### src/rtl/hcmd_pkg.sv
package hcmd_pkg;
  localparam int WORD_W = 16;
  localparam int NSTB   = 12;

  localparam logic [WORD_W-1:0] DELIM    = 16'h0040;
  localparam logic [WORD_W-1:0] C_READ   = 16'h0001;
  localparam logic [WORD_W-1:0] C_WRITE  = 16'h0002;
  localparam logic [WORD_W-1:0] C_START  = 16'h0004;
  localparam logic [WORD_W-1:0] C_STOP   = 16'h0008;
  localparam logic [WORD_W-1:0] C_PING   = 16'h0010;
  localparam logic [WORD_W-1:0] C_CRST   = 16'h0020;
  localparam logic [WORD_W-1:0] C_ASEND  = 16'h0040;
  localparam logic [WORD_W-1:0] C_CFG    = 16'h0080;

  localparam logic [WORD_W-1:0] P_ONE    = 16'h0001;
  localparam logic [WORD_W-1:0] P_TWO    = 16'h0002;
  localparam logic [WORD_W-1:0] P_FOUR   = 16'h0004;
  localparam logic [WORD_W-1:0] P_ZERO   = 16'h0000;

  // strobe bit positions
  localparam int S_RDS  = 0;
  localparam int S_RDD  = 1;
  localparam int S_RDA  = 2;
  localparam int S_WRS  = 3;
  localparam int S_WRA  = 4;
  localparam int S_PING = 5;
  localparam int S_AS   = 6;
  localparam int S_RUN  = 7;
  localparam int S_RUNN = 8;
  localparam int S_STOP = 9;
  localparam int S_CRST = 10;
  localparam int S_CFG  = 11;

  typedef enum logic [2:0] {
    ST_HUNT = 3'd0,
    ST_CMD  = 3'd1,
    ST_PAR  = 3'd2,
    ST_D1   = 3'd3,
    ST_D2   = 3'd4
  } pstate_t;
endpackage

### src/rtl/hcmd_decode.sv
module hcmd_decode
  import hcmd_pkg::*;
(
  input  logic [WORD_W-1:0] cmd,
  input  logic [WORD_W-1:0] par,
  output logic              cmd_known,
  output logic              par_ok,
  output logic [1:0]        n_extra,
  output logic [NSTB-1:0]   stb
);
  always_comb begin
    cmd_known = 1'b1;
    par_ok    = 1'b0;
    n_extra   = 2'd0;
    stb       = '0;
    case (cmd)
      C_READ: begin
        if (par == P_ONE) begin
          par_ok = 1'b1; stb[S_RDS] = 1'b1;
        end else if (par == P_TWO) begin
          par_ok = 1'b1; stb[S_RDD] = 1'b1;
        end else if (par == P_FOUR) begin
          par_ok = 1'b1; stb[S_RDA] = 1'b1; n_extra = 2'd1;
        end
      end
      C_WRITE: begin
        if (par == P_ONE) begin
          par_ok = 1'b1; stb[S_WRS] = 1'b1;
        end else if (par == P_FOUR) begin
          par_ok = 1'b1; stb[S_WRA] = 1'b1; n_extra = 2'd2;
        end
      end
      C_START: begin
        if (par == P_ONE) begin
          par_ok = 1'b1; stb[S_RUN] = 1'b1;
        end else if (par == P_TWO) begin
          par_ok = 1'b1; stb[S_RUNN] = 1'b1; n_extra = 2'd1;
        end
      end
      C_STOP: begin
        par_ok = 1'b1; stb[S_STOP] = 1'b1;
      end
      C_PING: begin
        par_ok = 1'b1; stb[S_PING] = 1'b1;
      end
      C_CRST: begin
        par_ok = 1'b1; stb[S_CRST] = 1'b1;
      end
      C_ASEND: begin
        if (par == P_ONE || par == P_ZERO) begin
          par_ok = 1'b1; stb[S_AS] = 1'b1;
        end
      end
      C_CFG: begin
        par_ok = 1'b1; stb[S_CFG] = 1'b1;
      end
      default: cmd_known = 1'b0;
    endcase
  end
endmodule

### src/rtl/hcmd_fsm.sv
module hcmd_fsm
  import hcmd_pkg::*;
#(
  parameter int ADDR_W = 12
) (
  input  logic              clk,
  input  logic              rst,
  input  logic              valid,
  input  logic [WORD_W-1:0] word,
  output logic [NSTB-1:0]   stb_q,
  output logic [ADDR_W-1:0] addr_q,
  output logic [WORD_W-1:0] data_q,
  output logic              as_q
);
  pstate_t           state;
  logic [WORD_W-1:0] cmd_q;
  logic [WORD_W-1:0] par_q;
  logic [ADDR_W-1:0] d1_q;
  logic [WORD_W-1:0] par_sel;
  logic              cmd_known;
  logic              par_ok;
  logic [1:0]        n_extra;
  logic [NSTB-1:0]   dec_stb;
  logic              cmd_known_w;
  logic              unused_a, unused_b;
  logic [1:0]        unused_n;
  logic [NSTB-1:0]   unused_s;

  assign par_sel = (state == ST_PAR) ? word : par_q;

  hcmd_decode u_dec (
    .cmd       (cmd_q),
    .par       (par_sel),
    .cmd_known (cmd_known),
    .par_ok    (par_ok),
    .n_extra   (n_extra),
    .stb       (dec_stb)
  );

  // early check of the command word itself
  hcmd_decode u_cmdchk (
    .cmd       (word),
    .par       (P_ZERO),
    .cmd_known (cmd_known_w),
    .par_ok    (unused_a),
    .n_extra   (unused_n),
    .stb       (unused_s)
  );
  assign unused_b = cmd_known;

  always_ff @(posedge clk) begin
    if (rst) begin
      state  <= ST_HUNT;
      cmd_q  <= '0;
      par_q  <= '0;
      d1_q   <= '0;
      stb_q  <= '0;
      addr_q <= '0;
      data_q <= '0;
      as_q   <= 1'b0;
    end else begin
      stb_q <= '0;
      if (valid) begin
        case (state)
          ST_HUNT: if (word == DELIM) state <= ST_CMD;
          ST_CMD: begin
            if (cmd_known_w) begin
              cmd_q <= word;
              state <= ST_PAR;
            end else begin
              state <= ST_HUNT;
            end
          end
          ST_PAR: begin
            par_q <= word;
            if (!par_ok) begin
              state <= ST_HUNT;
            end else if (n_extra == 2'd0) begin
              stb_q <= dec_stb;
              state <= ST_HUNT;
              if (dec_stb[S_AS])  as_q   <= word[0];
              if (dec_stb[S_CFG]) addr_q <= word[ADDR_W-1:0];
            end else begin
              state <= ST_D1;
            end
          end
          ST_D1: begin
            if (n_extra == 2'd1) begin
              stb_q <= dec_stb;
              state <= ST_HUNT;
              if (dec_stb[S_RDA])  addr_q <= word[ADDR_W-1:0];
              if (dec_stb[S_RUNN]) data_q <= word;
            end else begin
              d1_q  <= word[ADDR_W-1:0];
              state <= ST_D2;
            end
          end
          ST_D2: begin
            stb_q  <= dec_stb;
            addr_q <= d1_q;
            data_q <= word;
            state  <= ST_HUNT;
          end
          default: state <= ST_HUNT;
        endcase
      end
    end
  end

  p_onehot_strobe_r10: assert property (@(posedge clk) disable iff (rst)
    $onehot0(stb_q));
  p_single_cycle_r10: assert property (@(posedge clk) disable iff (rst)
    (stb_q != '0) |=> (stb_q == '0));
  p_hunt_discard_r1: assert property (@(posedge clk) disable iff (rst)
    (state == ST_HUNT && valid && word != DELIM) |=> (state == ST_HUNT && stb_q == '0));
  p_stall_r12: assert property (@(posedge clk) disable iff (rst)
    (!valid) |=> (stb_q == '0 && $stable(state)));
  p_unknown_cmd_r9: assert property (@(posedge clk) disable iff (rst)
    (state == ST_CMD && valid && !cmd_known_w) |=> (state == ST_HUNT && stb_q == '0));
  p_autosend_src_r5: assert property (@(posedge clk) disable iff (rst)
    (!$stable(as_q)) |-> stb_q[S_AS]);
endmodule

### src/rtl/hcmd_rst_timer.sv
module hcmd_rst_timer #(
  parameter int RST_CYCLES = 50
) (
  input  logic clk,
  input  logic rst,
  input  logic trig,
  output logic line
);
  localparam int CW = $clog2(RST_CYCLES + 1);
  localparam logic [CW-1:0] LOAD = CW'(RST_CYCLES);

  logic [CW-1:0] cnt;

  always_ff @(posedge clk) begin
    if (rst)              cnt <= '0;
    else if (trig)        cnt <= LOAD;
    else if (cnt != '0)   cnt <= cnt - 1'b1;
  end

  assign line = (cnt != '0);

  p_line_start_r8: assert property (@(posedge clk) disable iff (rst)
    trig |=> line);
  p_line_cause_r8: assert property (@(posedge clk) disable iff (rst)
    $rose(line) |-> $past(trig));
endmodule

### src/rtl/cmd_word_decoder.sv
module cmd_word_decoder
  import hcmd_pkg::*;
#(
  parameter int ADDR_W     = 12,
  parameter int RST_CYCLES = 50
) (
  input  logic              clk,
  input  logic              rst,
  input  logic              word_valid,
  input  logic [15:0]       word_data,
  output logic [11:0]       strobe_o,
  output logic [ADDR_W-1:0] addr_o,
  output logic [15:0]       data_o,
  output logic              autosend_o,
  output logic              crate_rst_o
);
  logic [NSTB-1:0] stb;

  hcmd_fsm #(.ADDR_W(ADDR_W)) u_fsm (
    .clk    (clk),
    .rst    (rst),
    .valid  (word_valid),
    .word   (word_data),
    .stb_q  (stb),
    .addr_q (addr_o),
    .data_q (data_o),
    .as_q   (autosend_o)
  );

  hcmd_rst_timer #(.RST_CYCLES(RST_CYCLES)) u_tmr (
    .clk  (clk),
    .rst  (rst),
    .trig (stb[S_CRST]),
    .line (crate_rst_o)
  );

  assign strobe_o = stb;

  p_reset_clear_r11: assert property (@(posedge clk)
    $past(rst) |-> (strobe_o == '0 && !crate_rst_o && !autosend_o));
endmodule

### config.mk
export PLATFORM = sky130hd
export DESIGN_NAME = cmd_word_decoder
export DESIGN_NICKNAME = d
export VERILOG_FILES = /design/src/rtl/hcmd_pkg.sv /design/src/rtl/hcmd_decode.sv /design/src/rtl/hcmd_fsm.sv /design/src/rtl/hcmd_rst_timer.sv /design/src/rtl/cmd_word_decoder.sv
export SDC_FILE = /design/constraint.sdc
export NUM_CORES = 1
export LEC_CHECK = 0
export ABC_AREA = 1
export CORE_MARGIN = 2
export CORE_UTILIZATION = 55
export DETAILED_ROUTE_END_ITERATION = 7
export GPL_ROUTABILITY_DRIVEN = 0
export GPL_TIMING_DRIVEN = 0
export PLACE_DENSITY = 0.86
export REMOVE_ABC_BUFFERS = 1
export SLEW_MARGIN = 20
export SYNTH_ARGS = -nofsm -noshare
export SYNTH_HDL_FRONTEND = slang
export SYNTH_SLANG_ARGS = --single-unit
### constraint.sdc
create_clock -name clk -period 2.7 [get_ports clk]
set_clock_uncertainty 0.15 [all_clocks]
set_input_delay 0.54 -clock clk [delete_from_list [all_inputs] [get_ports clk]]
set_output_delay 0.54 -clock clk [all_outputs]
set_load 0.005 [all_outputs]
# After elaboration in Yosys (flattened, before gate mapping)
# Index checks and enable logic that the tools add are counted.
# op_classes
add_sub_neg	1
n_eq_ne	31
mux	52
n_bitwise	2
reduce_logical	18
# op_table
op	count
$mux W12	8
$pmux W12 S3	2
$eq A16 B1 Y1 const B	3
$eq A16 B2 Y1 const B	3
$eq A16 B3 Y1 const B	3
$mux W16	3
$eq A16 B4 Y1 const B	2
$eq A16 B5 Y1 const B	2
$eq A16 B6 Y1 const B	2
$eq A16 B7 Y1 const B	2
$eq A16 B8 Y1 const B	2
$pmux W16 S2	1
$mux W1	22
$logic_not A16 Y1	1
$mux W2	7
$mux W3	4
$mux W6	2
$ne A2 B1 Y1 const B	6
$pmux W3 S4	1
$reduce_or A8 Y1	1
$reduce_and A7 Y1	1
$eq A3 B2 Y1 const B	2
$pmux W2 S3	1
$reduce_and A3 Y1	2
other kinds (18)	21
# word_totals
ff_bits	94
inputBits	19
output_inout_bits	42
word_cells	114

# Longest topological paths before layout
# logic_depth
word_depth	11
depth_mapped	18

# By module
# A second synthesis with hierarchy kept.
# unflattened
cells_unflattened	797
area_unflattened_um2	5113.7
# by_module_without_submodules
module	instances	cells_per_inst	area_per_inst_um2
hcmd_fsm	1	533	3836.2
hcmd_decode	2	109	474.2
hcmd_rst_timer	1	46	329.1

# Worst setup path after synthesis
# OpenSTA, ideal clock, no wires.
# synth_path
path_kind	in2reg
start	in word_data[0]
end	reg u_fsm.cmd_q[7]
setup_ns	0.070
arrival_ns	1.968
setup_slack_ns	0.512
cell_stages	11
path_buffers	2
path_cell_list	clkbuf_1 -> nor2_1 -> nand2_1 -> a211oi_1 -> nor2_1 -> nand2_1 -> nand2_1 -> inv_1 -> buf_2 -> nand2_1 -> a21oi_1
# synth_between
elab_chain_len	4
word_cells_on_any_way	11
# synth_lines
item	line	rtl
start, declared	cmd_word_decoder.sv:10	input logic [15:0] word_data,
$eq A16 B8 Y1 (tied with other cells)	hcmd_decode.sv:16	case (cmd)
$reduce_or A8 Y1 (no line) (*)	--	
$mux W1 (*)	hcmd_decode.sv:16	
$reduce_and A3 Y1 (no line) (*)	--	
end signal, assigned	hcmd_fsm.sv:68	cmd_q <= word;
end, declared	hcmd_fsm.sv:16	logic [WORD_W-1:0] cmd_q;
# Every way passes the cells marked *; elsewhere a longest branch is shown, timed or not.
# A chain may end at the register's enable or synchronous reset.

# Worst setup path after layout
# layout_path
start	in word_data[6]
end	reg u_fsm.data_q[0]
# layout_between
elab_chain_len	9
word_cells_on_any_way	19
# layout_lines
item	line	rtl
$mux W16 (*)	--	
$eq A16 B3 Y1	hcmd_decode.sv:22, hcmd_decode.sv:29	
$mux W1	hcmd_decode.sv:22	end else if (par == P_FOUR) begin
$mux W1	hcmd_decode.sv:20	end else if (par == P_TWO) begin
$mux W1	hcmd_decode.sv:18	if (par == P_ONE) begin
$pmux W2 S3	hcmd_decode.sv:16	
$eq A2 B1 Y1	hcmd_fsm.sv:88	if (n_extra == 2'd1) begin
$ne A2 B1 Y1 (no line)	--	
$reduce_and A4 Y1 (no line) (*)	--	
end signal, assigned	hcmd_fsm.sv:92	if (dec_stb[S_RUNN]) data_q <= word;
end signal, assigned	hcmd_fsm.sv:101	data_q <= word;
end, declared	hcmd_fsm.sv:12	output logic [WORD_W-1:0] data_q,
# Marks and branches as above.

==> results.py <==
metrics = {
    "outcome": {
        "status": "finished, final reports clean",
    },
    "die": {
        "core_sq_um": 8130,
        "die_area_sq_um": 9070,
        "boundaryPins": 61,
        "initial_core_util": 0.563,
        "fp-row-count": 33,
        "chipHeight_um": 95.2,
        "die_w_um": 95.2,
    },
    "grt": {
        "grt_pass1_wl_um": 18300,
        "grt_pass1_vias": 4197,
        "grt.overflow.total": 0,
        "antenna_found_initial": 0,
        "grt_start_max_net_pins": 33,
        "grt_use_total": 0.257,
    },
    "critical_path": {
        "critPathKind": "in2reg",
        "endpoint_kind": "flip-flop",
        "r2r_cells": 16,
        "critPathLaunchType": "input pin",
        "timing.critical_path.fanout_max": 16,
        "crit_arrival_ps": 2640,
        "crit_required_ps": 2810,
    },
    "flow_run": {
        "cap_violations": 0,
    },
    "cells_and_area": {
        "instances_no_fill": 815,
        "fill_cells": 645,
        "syn_to_final_growth_pct": 21.8,
        "num-nets-final": 726,
        "diodes": 0,
        "drive_gt1_frac": 0.124,
        "fin_area_sq_um": 5570,
    },
    "synthesis": {
        "synth_seq_area_share": 0.411,
        "yosys-top-cells-area": "dfxtp_1 41%, nand2_1 10%, a21oi_1 6.8%",
        "synthArstFlopShare": 0,
        "mappedNetlistArea_sq_um": 4580,
        "synth.most_common_cell": "nand2_1",
        "syn_avg_cell_area_sq_um": 6.96,
        "synth_warnings": 0,
        "synth_cell_types": 35,
        "ys_ff_latch": 94,
        "synth.largest_area_cell": "dfxtp_1",
        "synth_commonest_cells": "123 x nand2_1, 94 x dfxtp_1, 82 x inv_1",
        "synthCells": 658,
        "synth_ff_type": "dfxtp_1",
        "yosys.area.top_type_share": 0.411,
        "synth-edff-count": 0,
    },
    "clock_network": {
        "clk_pin_slew_worst_paths_ps": 90,
        "cts_root_buffer": "clkbuf_8",
        "cts_max_path_buffers": 2,
        "tritoncts": "done",
        "cts_hold_buf": 0,
        "cts_made_buffers": 9,
        "cts_max_level": 3,
        "cts_sinks": 94,
        "clk-insertion-delay-late_ps": 380,
    },
    "timing": {
        "final_max_slew_viol_count": 0,
        "period_needed_ps": 2530,
        "rsz0062_at_grt": "yes",
        "finalSetupViolCount": 0,
        "finalHoldViolations": 0,
        "min_period_over_period": 0.938,
        "setup_ws_ps": 167,
        "worst_slew_pin_slew_ps": 889,
        "max_freq_mhz": 395,
        "relSlewSlack": 0.407,
    },
    "placed_design": {
        "dp_slack_ps": -1150,
        "dpl.hpwl_um": 7820,
        "placedCellCount": 792,
        "post_dp_cell_area_sq_um": 5170,
        "port_buffers": 60,
    },
    "hold_path": {
        "timing.hold.worst_path_depth": 2,
        "hold_path.class": "reg2reg",
    },
    "detailed_routing": {
        "first_pass_iters": 6,
        "wl_um": 11700,
        "via_count": 4587,
        "avgViaCountPerCell": 5.63,
        "postRouteAntennaNets": 0,
        "drc_errors": 0,
        "drtIter0Drc": 395,
        "avgRoutedWirePerCell_um": 14.4,
    },
    "pwr": {
        "power_density_nw_per_um2": 550,
        "leakage_nw": 2.21,
        "ir_worst_vdd_v": 0.000373,
    },
}
[what timing repair did]
action	CTS	global route
setup endpoints to repair	68	70
cloned	2	3
pin swaps	2	3
setup buffers	1	1
gates resized for setup	10	19
[cell type report]
| type | instances | area (sq um) | share of cell area |
|---|---|---|---|
| Sequential cell | 94 | 1890 | 0.338 |
| Timing Repair Buffer | 63 | 659 | 0.118 |
| Timing Repair inverter | 2 | 10.0 | 0.00180 |
| Tap cell | 105 | 131 | 0.0236 |
| Clock inverter | 6 | 110 | 0.0198 |
| Multi-Input combinational cell | 448 | 2310 | 0.415 |
| Clock buffer | 10 | 128 | 0.0229 |
| Inverter | 87 | 339 | 0.0608 |
[stage by stage]
step                      hold slack, ps  utilization  setup TNS (ps)  total power, W
after floorplan                      270            -               0         0.00180
after global placement               281        0.632          -70280         0.00193
after detailed placement             286        0.635          -58990         0.00197
after CTS                            300        0.673               0         0.00306
after global routing                 311        0.685           -81.6         0.00318
final                                299        0.685               0         0.00306
[placed cells by master, fill, tap and decap left out, types with 4 or more instances in the layout]
cell             synthesis  layout
o21ai_0                 62      60
clkinvlp_4               0       4
clkdlybuf4s50_1          0      55
a211oi_1                 4       4
nand2_2                 16      18
o21ai_1                  4       6
nand4_1                 24      24
nand3_4                  1       6
nor2_1                  70      69
a21oi_1                 62      61
inv_1                   82      80
nor2_4                   5       6
nand2_4                  4       5
nand3_1                 22      21
clkbuf_8                 0       9
nor4_1                   5       4
nand2_1                123     120
nor3_1                  17      17
nor2_2                  10      10
o21ai_2                  4       4
dfxtp_1                 94      91
[final timing paths]
check                  start               to  slack [ps]
max             word_data[6]  u_fsm.data_q[0]         170
min reg2reg  u_fsm.data_q[3]  u_fsm.data_q[3]         300
max reg2reg   u_fsm.state[2]    u_fsm.d1_q[5]         180
min          u_fsm.data_q[3]  u_fsm.data_q[3]         300
[per-layer routing]
layer	vias up	wire (um)	global-route usage	part of all wire
met2	190	5810	0.450	0.50
met5	-	0	0	0
met1	2121	4790	0.293	0.41
met3	40	739	0.0498	0.063
met4	0	365	0.138	0.031
li1	2236	-	-	-
[registers in the layout, indices dropped and copies added (netlist names)]
signal and flops:
u_fsm.d1_q 12, u_fsm.data_q 16, u_fsm.as_q 1, u_fsm.par_q 16
u_fsm.state 3, u_tmr.cnt 6, u_fsm.addr_q 12, u_fsm.stb_q 12
u_fsm.cmd_q 16
[power by group]
part	switching, W	leakage (nW)	internal, W	total, W
logic	0.000288	1.34	0.000184	0.000472
clock network	0.000503	0.112	0.000614	0.00112
registers	0.0000340	0.763	0.00144	0.00148
total	0.000825	2.21	0.00224	0.00306
[worst max-delay path, stage by stage]
cell and delay, ps:
clkdlybuf4s50_1 580, nand3_1 180, nand2_2 80, nor2_4 130
nand2_4 80, nor2_2 180, nand3_2 170, nand2_2 190
nand3_4 200, o21ai_0 240, a21oi_1 60
[logic make-up (layout without fill, tap and decap cells)]
| group | count (synthesis) | after routing | synth area share |
|---|---|---|---|
| multiplexers | 1 | 1 | 0.00219 |
| adder cells (fa/ha/maj) | 2 | 2 | 0.00547 |
| AND/OR/NAND/NOR | 305 | 308 | 0.317 |
| flip-flops | 94 | 94 | 0.411 |
| buffers and inverters | 119 | 168 | 0.108 |
| AO/OA/AOI/OAI | 137 | 137 | 0.156 |
(Power assumes the default switching activity.)
